===== config.mk =====
export PLATFORM = sky130hd
export DESIGN_NAME = dual_evt_ctr
export DESIGN_NICKNAME = d
export VERILOG_FILES = /design/src/rtl/evc_pkg.sv /design/src/rtl/evc_src_mux.sv /design/src/rtl/evc_prescaler.sv /design/src/rtl/evc_ctrl_regs.sv /design/src/rtl/dual_evt_ctr.sv
export SDC_FILE = /design/constraint.sdc
export NUM_CORES = 1
export LEC_CHECK = 0
export CAP_MARGIN = 0
export CORE_UTILIZATION = 25
export CTS_BUF_LIST = sky130_fd_sc_hd__clkbuf_8
export CTS_CLUSTER_DIAMETER = 30
export DETAILED_ROUTE_END_ITERATION = 8
export GPL_TIMING_DRIVEN = 0
export PLACE_DENSITY = 0.53
export REMOVE_ABC_BUFFERS = 1
export SLEW_MARGIN = 30
export SYNTH_ARGS = -nofsm -noshare
export SYNTH_HDL_FRONTEND = slang
export SYNTH_SLANG_ARGS = --single-unit

===== constraint.sdc =====
create_clock -name clk -period 4.5 [get_ports clk]
set_input_delay 0.9 -clock clk [delete_from_list [all_inputs] [get_ports clk]]
set_output_delay 0.9 -clock clk [all_outputs]
set_load 0.005 [all_outputs]

===== src/rtl/evc_pkg.sv =====
package evc_pkg;
  localparam int SEL_W  = 3;
  localparam int NUM_EV = 1 << SEL_W;
  localparam int CFG_W  = 10;
  localparam int REG_W  = 16;
  localparam int NCH    = 2;
  localparam logic [SEL_W-1:0] SEL_ISSUE    = '0;
  localparam logic [SEL_W-1:0] SEL_NONISSUE = '1;

  typedef struct packed {
    logic [1:0]       dis;
    logic             fast1;
    logic [SEL_W-1:0] sel1;
    logic             fast0;
    logic [SEL_W-1:0] sel0;
  } cfg_t;
endpackage


===== src/rtl/evc_src_mux.sv =====
module evc_src_mux import evc_pkg::*; #(
  parameter bit HAS_ISSUE = 1'b0
) (
  input  logic [SEL_W-1:0]  sel,
  input  logic [NUM_EV-1:0] ev,
  input  logic [1:0]        issue_cnt,
  output logic [1:0]        inc_half
);
  logic [1:0] issue_wt;
  logic [1:0] idle_wt;

  always_comb begin
    unique case (issue_cnt)
      2'd0:    begin issue_wt = 2'd0; idle_wt = 2'd2; end
      2'd1:    begin issue_wt = 2'd1; idle_wt = 2'd1; end
      default: begin issue_wt = 2'd2; idle_wt = 2'd0; end
    endcase
  end

  always_comb begin
    if (HAS_ISSUE && sel == SEL_ISSUE)         inc_half = issue_wt;
    else if (HAS_ISSUE && sel == SEL_NONISSUE) inc_half = idle_wt;
    else                                       inc_half = {ev[sel], 1'b0};
  end
endmodule


===== src/rtl/evc_prescaler.sv =====
module evc_prescaler #(
  parameter int FAST_LOG = 8,
  parameter int SLOW_LOG = 12
) (
  input  logic       clk,
  input  logic       rst_n,
  input  logic       restart,
  input  logic       fast,
  input  logic [1:0] inc_half,
  output logic       tick_o
);
  localparam int MAX_LOG = (FAST_LOG > SLOW_LOG) ? FAST_LOG : SLOW_LOG;
  localparam int ACC_W   = MAX_LOG + 2;
  localparam logic [ACC_W-1:0] FAST_HALVES = ACC_W'(1) << (FAST_LOG + 1);
  localparam logic [ACC_W-1:0] SLOW_HALVES = ACC_W'(1) << (SLOW_LOG + 1);

  logic [ACC_W-1:0] acc_q, sum, period;
  logic             hit;

  always_comb begin
    period = fast ? FAST_HALVES : SLOW_HALVES;
    sum    = acc_q + ACC_W'(inc_half);
    hit    = (sum >= period);
  end

  always_ff @(posedge clk) begin
    if (!rst_n || restart) begin
      acc_q  <= '0;
      tick_o <= 1'b0;
    end else begin
      acc_q  <= hit ? (sum - period) : sum;
      tick_o <= hit;
    end
  end
endmodule


===== src/rtl/evc_ctrl_regs.sv =====
module evc_ctrl_regs import evc_pkg::*; (
  input  logic             clk,
  input  logic             rst_n,
  input  logic             reg_we,
  input  logic             reg_addr,
  input  logic [REG_W-1:0] reg_wdata,
  output logic [REG_W-1:0] reg_rdata,
  output logic             reg_err,
  input  logic [NCH-1:0]   tick,
  output cfg_t             cfg_q,
  output logic [NCH-1:0]   status_q,
  output logic [NCH-1:0]   restart
);
  cfg_t           cfg_n;
  logic           wr_cfg, bad, take;
  logic [NCH-1:0] clr, kept;

  always_comb begin
    cfg_n  = cfg_t'(reg_wdata[CFG_W-1:0]);
    wr_cfg = reg_we && !reg_addr;
    bad    = (cfg_n.dis == 2'b11) || (|reg_wdata[REG_W-1:CFG_W]);
    take   = wr_cfg && !bad;
    restart[0] = take && ((cfg_n.sel0 != cfg_q.sel0) || (cfg_n.fast0 != cfg_q.fast0));
    restart[1] = take && ((cfg_n.sel1 != cfg_q.sel1) || (cfg_n.fast1 != cfg_q.fast1));
    clr  = (reg_we && reg_addr) ? reg_wdata[NCH-1:0] : '0;
    kept = tick & ~cfg_q.dis;
  end

  always_ff @(posedge clk) begin
    if (!rst_n) begin
      cfg_q    <= '0;
      status_q <= '0;
      reg_err  <= 1'b0;
    end else begin
      reg_err <= wr_cfg && bad;
      if (take) cfg_q <= cfg_n;
      status_q <= (status_q & ~clr) | kept;
    end
  end

  always_comb begin
    reg_rdata = '0;
    if (reg_addr) reg_rdata[NCH-1:0]   = status_q;
    else          reg_rdata[CFG_W-1:0] = cfg_q;
  end
endmodule


===== src/rtl/dual_evt_ctr.sv =====
module dual_evt_ctr import evc_pkg::*; #(
  parameter int CH0_FAST_LOG = 12,
  parameter int CH0_SLOW_LOG = 16,
  parameter int CH1_FAST_LOG = 8,
  parameter int CH1_SLOW_LOG = 12
) (
  input  logic              clk,
  input  logic              rst_n,
  input  logic              reg_we,
  input  logic              reg_addr,
  input  logic [REG_W-1:0]  reg_wdata,
  output logic [REG_W-1:0]  reg_rdata,
  output logic              reg_err,
  input  logic [1:0]        issue_cnt,
  input  logic [NUM_EV-3:0] ev0,
  input  logic [NUM_EV-1:0] ev1,
  output logic [NCH-1:0]    tick,
  output logic [NCH-1:0]    tick_drop
);
  cfg_t                         cfg_q;
  logic [NCH-1:0]               status_q;
  logic [NCH-1:0]               restart;
  logic [NCH-1:0][NUM_EV-1:0]   ev_vec;
  logic [NCH-1:0][SEL_W-1:0]    sel_vec;
  logic [NCH-1:0]               fast_vec;

  always_comb begin
    ev_vec[0]   = {1'b0, ev0, 1'b0};
    ev_vec[1]   = ev1;
    sel_vec[0]  = cfg_q.sel0;
    sel_vec[1]  = cfg_q.sel1;
    fast_vec[0] = cfg_q.fast0;
    fast_vec[1] = cfg_q.fast1;
    tick_drop   = tick & cfg_q.dis;
  end

  evc_ctrl_regs u_regs (
    .clk       (clk),
    .rst_n     (rst_n),
    .reg_we    (reg_we),
    .reg_addr  (reg_addr),
    .reg_wdata (reg_wdata),
    .reg_rdata (reg_rdata),
    .reg_err   (reg_err),
    .tick      (tick),
    .cfg_q     (cfg_q),
    .status_q  (status_q),
    .restart   (restart)
  );

  for (genvar c = 0; c < NCH; c++) begin : g_ch
    logic [1:0] inc_half;

    evc_src_mux #(.HAS_ISSUE(c == 0)) u_mux (
      .sel       (sel_vec[c]),
      .ev        (ev_vec[c]),
      .issue_cnt (issue_cnt),
      .inc_half  (inc_half)
    );

    evc_prescaler #(
      .FAST_LOG ((c == 0) ? CH0_FAST_LOG : CH1_FAST_LOG),
      .SLOW_LOG ((c == 0) ? CH0_SLOW_LOG : CH1_SLOW_LOG)
    ) u_pre (
      .clk      (clk),
      .rst_n    (rst_n),
      .restart  (restart[c]),
      .fast     (fast_vec[c]),
      .inc_half (inc_half),
      .tick_o   (tick[c])
    );
  end
endmodule


## Word level (Yosys, flattened, before mapping)

Cells that the tools add are included.

| cells by class | value |
|---|---|
| add/subtract/negate cells | 4 |
| magnitude comparators | 4 |
| eq/ne operators | 7 |
| multiplexer cells | 15 |
| bitwise logic cells | 6 |
| reduce and logical (&&, ||, !) cells | 17 |

Operators by type and width:

| kind | count |
|---|---|
| 18-bit two-way mux | 2 |
| 14-bit two-way mux | 2 |
| 18-bit by 2-bit adder with 18-bit output | 1 |
| 18-bit greater-or-equal comparator | 1 |
| 18-bit subtractor | 1 |
| 14-bit by 2-bit adder with 14-bit output | 1 |
| 14-bit greater-or-equal comparator | 1 |
| 14-bit subtractor | 1 |
| 3-bit by 4-bit less-than comparator with 1-bit output (second input constant) | 2 |
| 2-bit two-way mux | 4 |
| 8-bit two-way mux | 1 |
| 2-bit case mux with 2 select lines | 2 |
| 2-bit bitwise AND | 3 |
| 1-bit binary-select mux with 3-bit select | 2 |
| 1-bit logical AND | 6 |
| 3-bit inequality test | 2 |
| 6-bit OR reduction | 1 |
| 1-bit logical OR | 5 |
| 2-bit inverter | 2 |
| 3-bit == test (second input constant) | 1 |
| 1-bit zero test | 3 |
| 3-bit zero test | 1 |
| 2-bit by 1-bit == test with 1-bit output (second input constant) | 1 |
| 2-bit == test (second input constant) | 1 |
| other kinds (4) | 6 |

| word-level totals | value |
|---|---|
| register bits | 47 |
| input bits | 36 |
| output and inout bits | 21 |

## Longest topological paths before layout

Gate-level depths: netlist of the first run.

| logic depth | value |
|---|---|
| depth after elaboration | 7 |
| gate-level depth with buffers | 18 |

## Modules after synthesis

A second synthesis of the first run with hierarchy kept.

| second synthesis, totals | value |
|---|---|
| cell total of the unflattened synthesis | 375 |
| area total of the unflattened synthesis | 3355.7 sq um |

By module, submodules not included:

| module | instances | cells each | area an instance (sq um) | seq. area each (sq um) |
|---|---|---|---|---|
| evc_prescaler (g_ch[0].u_pre) | 1 | 146 | 1293.7 | 380.4 |
| evc_prescaler (g_ch[1].u_pre) | 1 | 125 | 1083.5 | 300.3 |
| evc_ctrl_regs | 1 | 88 | 795.8 | 260.2 |
| evc_src_mux (g_ch[0].u_mux) | 1 | 8 | 91.3 | 0.0 |
| evc_src_mux (g_ch[1].u_mux) | 1 | 5 | 75.1 | 0.0 |
| dual_evt_ctr | 1 | 3 | 16.3 | 0.0 |

## Least setup slack after synthesis of the first run

No wires, ideal clock.

| timing | value |
|---|---|
| path kind | input-to-reg |
| from | input issue_cnt[1] |
| to | register g_ch[0].u_pre.acc_q[13] |
| library setup time | 121 ps |
| data arrival time | 4515 ps |
| data required time | 4379 ps |
| path slack | -137 ps |
| stages | 18 |
| cells stage by stage | nor2_1 -> mux4_2 -> nand2_1 -> o21a_1 -> inv_1 -> ha_1 -> a21oi_1 -> or4_1 -> buf_2 -> nor3_1 -> xor2_1 -> ha_1 -> nand4_1 -> a221oi_1 -> and4_1 -> a31o_4 -> nor2_2 -> mux2_4 |

| on the way | value |
|---|---|
| cells in the longest elaborated chain, start to end | 7 |

RTL lines:

| element | line | source |
|---|---|---|
| from (decl) | dual_evt_ctr.sv:14 | `input logic [1:0] issue_cnt,` |
| 2-bit by 1-bit == test with 1-bit output or 2-bit zero test (tied branches) | n/a |  |
| 2-bit case mux with 2 select lines | evc_src_mux.sv:13 | `unique case (issue_cnt)` |
| 2-bit two-way mux | evc_src_mux.sv:22 | `else if (HAS_ISSUE && sel == SEL_NONISSUE) inc_half = idle_wt;` |
| 2-bit two-way mux * | evc_src_mux.sv:21 | `if (HAS_ISSUE && sel == SEL_ISSUE) inc_half = issue_wt;` |
| 18-bit by 2-bit adder with 18-bit output * | evc_prescaler.sv:22 | `sum = acc_q + ACC_W'(inc_half);` |
| 18-bit subtractor or 18-bit greater-or-equal comparator (tied branches) | evc_prescaler.sv:31, evc_prescaler.sv:23 |  |
| 18-bit two-way mux * | evc_prescaler.sv:31 | `acc_q <= hit ? (sum - period) : sum;` |
| to (signal assigned) | evc_prescaler.sv:31 |  |
| to (decl) | evc_prescaler.sv:17 | `logic [ACC_W-1:0] acc_q, sum, period;` |

Mark *: on every way between the ends. The rest lies on a longest branch, timed or not.
A chain may end at the register's enable or synchronous reset.

## Worst setup path in the final report of the first run

| timing | value |
|---|---|
| from | input issue_cnt[0] |
| to | register g_ch[0].u_pre.acc_q[15] |

Same word-level chain as after synthesis.

==> results.yml, run 1 <==
placement:
  dpl.cell_count: 511
  dp_hpwl_um: 4920
  gp_congestion: 0.720
  numPortBuffers: 50
  placed_cell_area_um2: 3500
  preCtsSetupSlack_ns: -1.18
clocking:
  htree_levels: 2
  cts-root-buf: "clkbuf_8"
  clkSlewWorstSetupHoldPaths_ns: 0.09
  clock_latency_ns: 0.30
  clock_sink_count: 46
  clockBufferDepth: 2
  numCtsBuffers: 5
  cts_tree: "yes"
logic_synthesis:
  synthesis.instances: 337
  synth-main-ff-cell: "dfxtp_1"
  synth-edff-count: 0
  ys_warn_count: 0
  ys_types: 54
  syn-cell-area_um2: 2900
  synthArstFlopShare_pct: 0
  syn_area_per_cell_um2: 8.62
  ys_seq_elements: 46
  yosysSeqAreaShare_pct: 31.7
routing:
  drt_pass1_iterations: 5
  vias_per_cell: 4.57
  routed_wl_um: 6620
  wl_met1_um: 3160
  drtIter0Drc: 93
  ant_nets: 0
  wl_per_cell_um: 12.3
  wl_met3_um: 180
  top_layer: "met4"
  drcViolationCount: 0
  vias: 2447
  dr_wl_met2_um: 3240
finish:
  diodes: 0
  final_util_pct: 34.6
  design_area_um2: 3830
  finalNonFillerCells: 536
  drive_above_1_share_pct: 13.6
  syn_to_final_growth_pct: 32.1
  final_net_count: 442
floorplan:
  die_h_um: 110
  start_util_pct: 26.2
  dieArea_um2: 12100
  core_area_um2: 11100
  fp-row-count: 38
  top_level_ports: 57
  die_x_um: 110
sta:
  fin_crit_ns: 4.35
  tightest_slew_ns: 0.854
  relSlewSlack_pct: 42.9
  fin_skew_ns: 0.00771
  whs_ns: 0.522
  setup_violations: 0
  setup_slack_ns: 0.150
  finalSetupTns_ns: 0
  max_freq_mhz: 230
  hold_viol: 0
  final_max_slew_viol_count: 0
  finalCritPeriodShare_pct: 96.7
power:
  power_density_nw_per_um2: 250
  peakVddDrop_v: 0.000106
  leakagePower_nw: 1.52
  total_power_mw: 0.960
worst_setup_path:
  worstSetupPathType: "primary input to register"
  r2r_slack_ns: 0.42
  end_kind: "register"
  cp-start-kind: "primary input"
  cp_max_fo: 3
  cp.arrival_ns: 4.55
  required_ns: 4.70
grt:
  grt_max_degree: 16
  grt_pass1_vias: 2289
  overflow: 0
  antenna_found_initial: 0
  grtUsageTotal_pct: 11.5
  grt_pass1_wl_um: 10700
worst_hold_path:
  hold_class: "register to register"
job:
  max_cap_violations: 0
run_status:
  status: "completed"
-- repair_timing --
item,CTS,global route
setup buffers,13,4
endpoints found under the setup margin,6,6
cloned,0,0
resized for setup,13,12
pin swaps,12,9
hold buffers,0,0
endpoints found under the hold margin,0,0
-- critical path, cell delays in order --
cell	delay, ns
dlygate4sd2_1	0.22
nor2_1	0.04
mux4_2	0.46
nand2_1	0.08
o21a_1	0.16
inv_2	0.06
ha_4	0.27
a21oi_4	0.06
or4_4	0.55
nor3_4	0.24
xor2_2	0.19
ha_1	0.27
nand4_1	0.11
a221oi_2	0.05
and4_1	0.19
a31o_4	0.26
o21ai_2	0.15
mux2_4	0.30
-- sequential cells by signal (all words and copies together), names as in the netlist --
register / count
g_ch.u_pre.acc_q: 31
g_ch.u_pre.tick_o: 2
u_regs.cfg_q: 10
u_regs.reg_err: 1
u_regs.status_q: 2
-- cells in the mapped netlist (2+ instances only) --
cell	number	area share [%]
a211oi_1	5	1.3
a21oi_1	10	1.7
a31oi_1	3	0.65
and2_1	4	0.86
and3_1	3	0.65
and4_1	2	0.60
buf_2	3	0.52
buf_4	8	2.1
clkbuf_1	10	1.3
dfxtp_1	46	32
ha_1	10	4.3
inv_1	11	1.4
mux2_2	3	1.2
mux2_4	2	1.0
mux2i_1	12	4.1
mux4_2	4	3.1
nand2_1	15	1.9
nand2b_1	5	1.1
nand3_1	13	2.2
nand3b_1	2	0.52
nand4_1	6	1.3
nand4b_1	2	0.60
nor2_1	41	5.3
nor2b_1	26	5.6
nor3_1	9	1.6
nor4_1	7	1.5
o21a_1	3	0.78
o21ai_0	5	0.86
or3_1	3	0.65
or4_1	6	1.6
xnor2_1	20	6.0
xor2_1	16	4.8
-- cells by family (layout without fill, tap and decap cells) --
logic type	count (synthesis)	after routing	share of synthesized area, %
other cells	1	6	0.129
mux	21	21	9.44
buf+inv	33	87	5.43
compound gates	37	37	8.75
fa+ha+maj	11	11	5.00
flops	46	46	31.7
xor+xnor	36	36	10.9
simple gates	152	152	28.7
-- per-layer routing --
layer | GRT usage [%] | vias to the layer above
li1 | - | 1284
met1 | 14.4 | 1121
met4 | 2.57 | 0
met2 | 19.9 | 37
met3 | 2.73 | 5
met5 | 0 | -
-- final cells by class --
cell class                      instances  area [um^2]
Clock buffer                            5         68.8
Clock inverter                          3         37.5
Fill cell                            1131         7240
Inverter                               11         41.3
Multi-Input combinational cell        263         1930
Sequential cell                        46          921
Tap cell                              140          175
Timing Repair Buffer                   68          661
-- cells in the final DEF (no fill, tap or decap), drive strengths merged, types with 9 or more instances in the layout --
master,instances
nand2,15
nor2b,26
ha,10
inv,13
nand3,14
nor2,42
clkdlybuf4s50,42
xnor2,20
dfxtp,46
nor3,9
xor2,16
mux2i,12
buf,18
a21oi,10
-- final timing paths --
path / cells after the start / to / start
hold / removal: 2 / g_ch[1].u_pre.acc_q[7]$_SDFF_PP0_ / g_ch[1].u_pre.acc_q[7]$_SDFF_PP0_
setup / recovery: 18 / g_ch[0].u_pre.acc_q[15]$_SDFF_PP0_ / issue_cnt[0]
hold reg to reg: 2 / g_ch[1].u_pre.acc_q[7]$_SDFF_PP0_ / g_ch[1].u_pre.acc_q[7]$_SDFF_PP0_
setup reg to reg: 16 / g_ch[0].u_pre.acc_q[15]$_SDFF_PP0_ / u_regs.cfg_q[0]$_SDFFE_PN0P_
-- power by group --
part | internal (mW) | leakage [nW] | switching, mW | total (mW)
clock | 0.162 | 0.0607 | 0.142 | 0.304
combinational | 0.132 | 1.09 | 0.0869 | 0.219
sequential | 0.423 | 0.372 | 0.0138 | 0.437
Power figures use the tool's default switching activity.
==> run 2: changes to the inputs <==
- PLACE_DENSITY: 0.53 -> 0.52
- clock period: 4.5 -> 5.3 ns (I/O delays scaled with it)
==> results.yml, run 2 (synthesized netlist as in run 1, its figures left out) <==
clocking:
  cts_hold_buf: 0
  clkSlewWorstSetupHoldPaths_ns: 0.09
  numCtsBuffers: 5
  cts_tree: "yes"
  cts-root-buf: "clkbuf_8"
  htree_levels: 2
  clock_latency_ns: 0.30
  clock_sink_count: 46
  clockBufferDepth: 2
floorplan:
  die_h_um: 110
  die_x_um: 110
  top_level_ports: 57
  fp-row-count: 38
  start_util_pct: 26.2
  dieArea_um2: 12100
  core_area_um2: 11100
sta:
  fin_skew_ns: 0.00777
  fin_crit_ns: 5.04
  final_max_slew_viol_count: 0
  hold_viol: 0
  finalCritPeriodShare_pct: 95.1
  setup_violations: 0
  max_freq_mhz: 198
  finalSetupTns_ns: 0
  whs_ns: 0.522
  tightest_slew_ns: 0.877
  relSlewSlack_pct: 41.3
routing:
  drcViolationCount: 0
  wl_met1_um: 3070
  wl_met3_um: 152
  wl_per_cell_um: 12.3
  vias_per_cell: 4.60
  dr_wl_met2_um: 3200
  top_layer: "met4"
  ant_nets: 0
  drtIter0Drc: 88
  drt_pass1_iterations: 4
  routed_wl_um: 6450
  vias: 2403
finish:
  final_net_count: 428
  largestRegisters: "g_ch.u_pre.acc_q x31, u_regs.cfg_q x10"
  multiInputGateArea_um2: 1890
  diodes: 0
  final_common_cell: "clkdlybuf4s50_1"
  top_register: "g_ch.u_pre.acc_q"
  drive_above_1_share_pct: 9.16
  syn_to_final_growth_pct: 25.7
  final_cell_mix: "50 x clkdlybuf4s50_1, 46 x dfxtp_1, 41 x nor2_1"
  largest_reg_flops: 31
  fillers: 1165
  seq_area_um2: 921
grt:
  grt_pass1_wl_um: 11000
  grtUsageTotal_pct: 11.5
  grt_max_degree: 16
  grt_pass1_vias: 2449
  overflow: 0
  antenna_found_initial: 0
placement:
  numPortBuffers: 50
  gp_congestion: 0.728
  dp_hpwl_um: 4900
job:
  max_cap_violations: 0
worst_setup_path:
  worstSetupPathType: "primary input to register"
  cp.arrival_ns: 5.24
  cp-start-kind: "primary input"
  cp_max_fo: 9
  required_ns: 5.50
  r2r_slack_ns: 0.96
  worstRegToRegCells: 16
  end_kind: "register"
worst_hold_path:
  hold_class: "register to register"
  hold_depth: 2
power:
  total_power_mw: 0.738
  leakagePower_nw: 1.38
  peakVddDrop_v: 0.000109
  power_density_nw_per_um2: 202
run_status:
  status: "completed"
-- run 2: final cells by class --
type	count	area share, %
sequential	46	25.2
clock inverter	3	0.583
clock buffer	5	1.88
multi-input combinational	263	51.7
inverter	11	1.13
tap	140	4.80
timing repair buffer	54	14.6
-- run 2: final timing paths --
kind                                              to                          start
setup / recovery  g_ch[0].u_pre.acc_q[13]$_SDFF_PP0_                   issue_cnt[1]
hold / removal         u_regs.status_q[0]$_SDFF_PN0_  u_regs.status_q[0]$_SDFF_PN0_
hold reg to reg        u_regs.status_q[0]$_SDFF_PN0_  u_regs.status_q[0]$_SDFF_PN0_
setup reg to reg  g_ch[0].u_pre.acc_q[13]$_SDFF_PP0_   u_regs.cfg_q[0]$_SDFFE_PN0P_
-- run 2: routing by layer --
metal	vias up	track usage (%)
met5	-	0
met2	34	20.7
met1	1115	14.4
met4	0	2.00
met3	4	2.13
li1	1250	-
-- run 2: what timing repair did --
action | in CTS | in global routing
pin swaps | 0 | 5
buffers inserted | 0 | 3
resized for setup | 3 | 4
hold endpoints to repair | 0 | 0
endpoints found under the setup margin | 4 | 5
-- run 2: stage by stage --
| step | instances | setup slack [ns] | instance area, um^2 | utilization (%) |
|---|---|---|---|---|
| floorplan | 320 | 0.486 | 2810 | - |
| global placement | 510 | -0.553 | 3480 | 31.4 |
| detailed placement | 511 | -0.554 | 3500 | 31.6 |
| CTS | 519 | 0.0404 | 3600 | 32.5 |
| global route | 522 | -0.0126 | 3650 | 33.0 |
| finish | 522 | 0.258 | 3650 | 33.0 |
-- run 2: where the power goes --
group	leakage [nW]	total, mW	internal [mW]	switching (mW)
clock	0.0441	0.223	0.0929	0.130
sequential	0.372	0.369	0.359	0.0102
combinational	0.961	0.146	0.0798	0.0659
-- run 2: critical path: stages --
cell	delay, ns
clkdlybuf4s50_1	0.49
nor2_1	0.05
mux4_2	0.46
nand2_1	0.08
o21a_1	0.16
inv_1	0.06
ha_1	0.32
a21oi_4	0.11
or4_4	0.55
nor3_4	0.22
xor2_1	0.23
ha_1	0.30
nand4_1	0.14
a221oi_2	0.05
and4_1	0.22
a31o_4	0.26
nor2_4	0.15
mux2_4	0.31
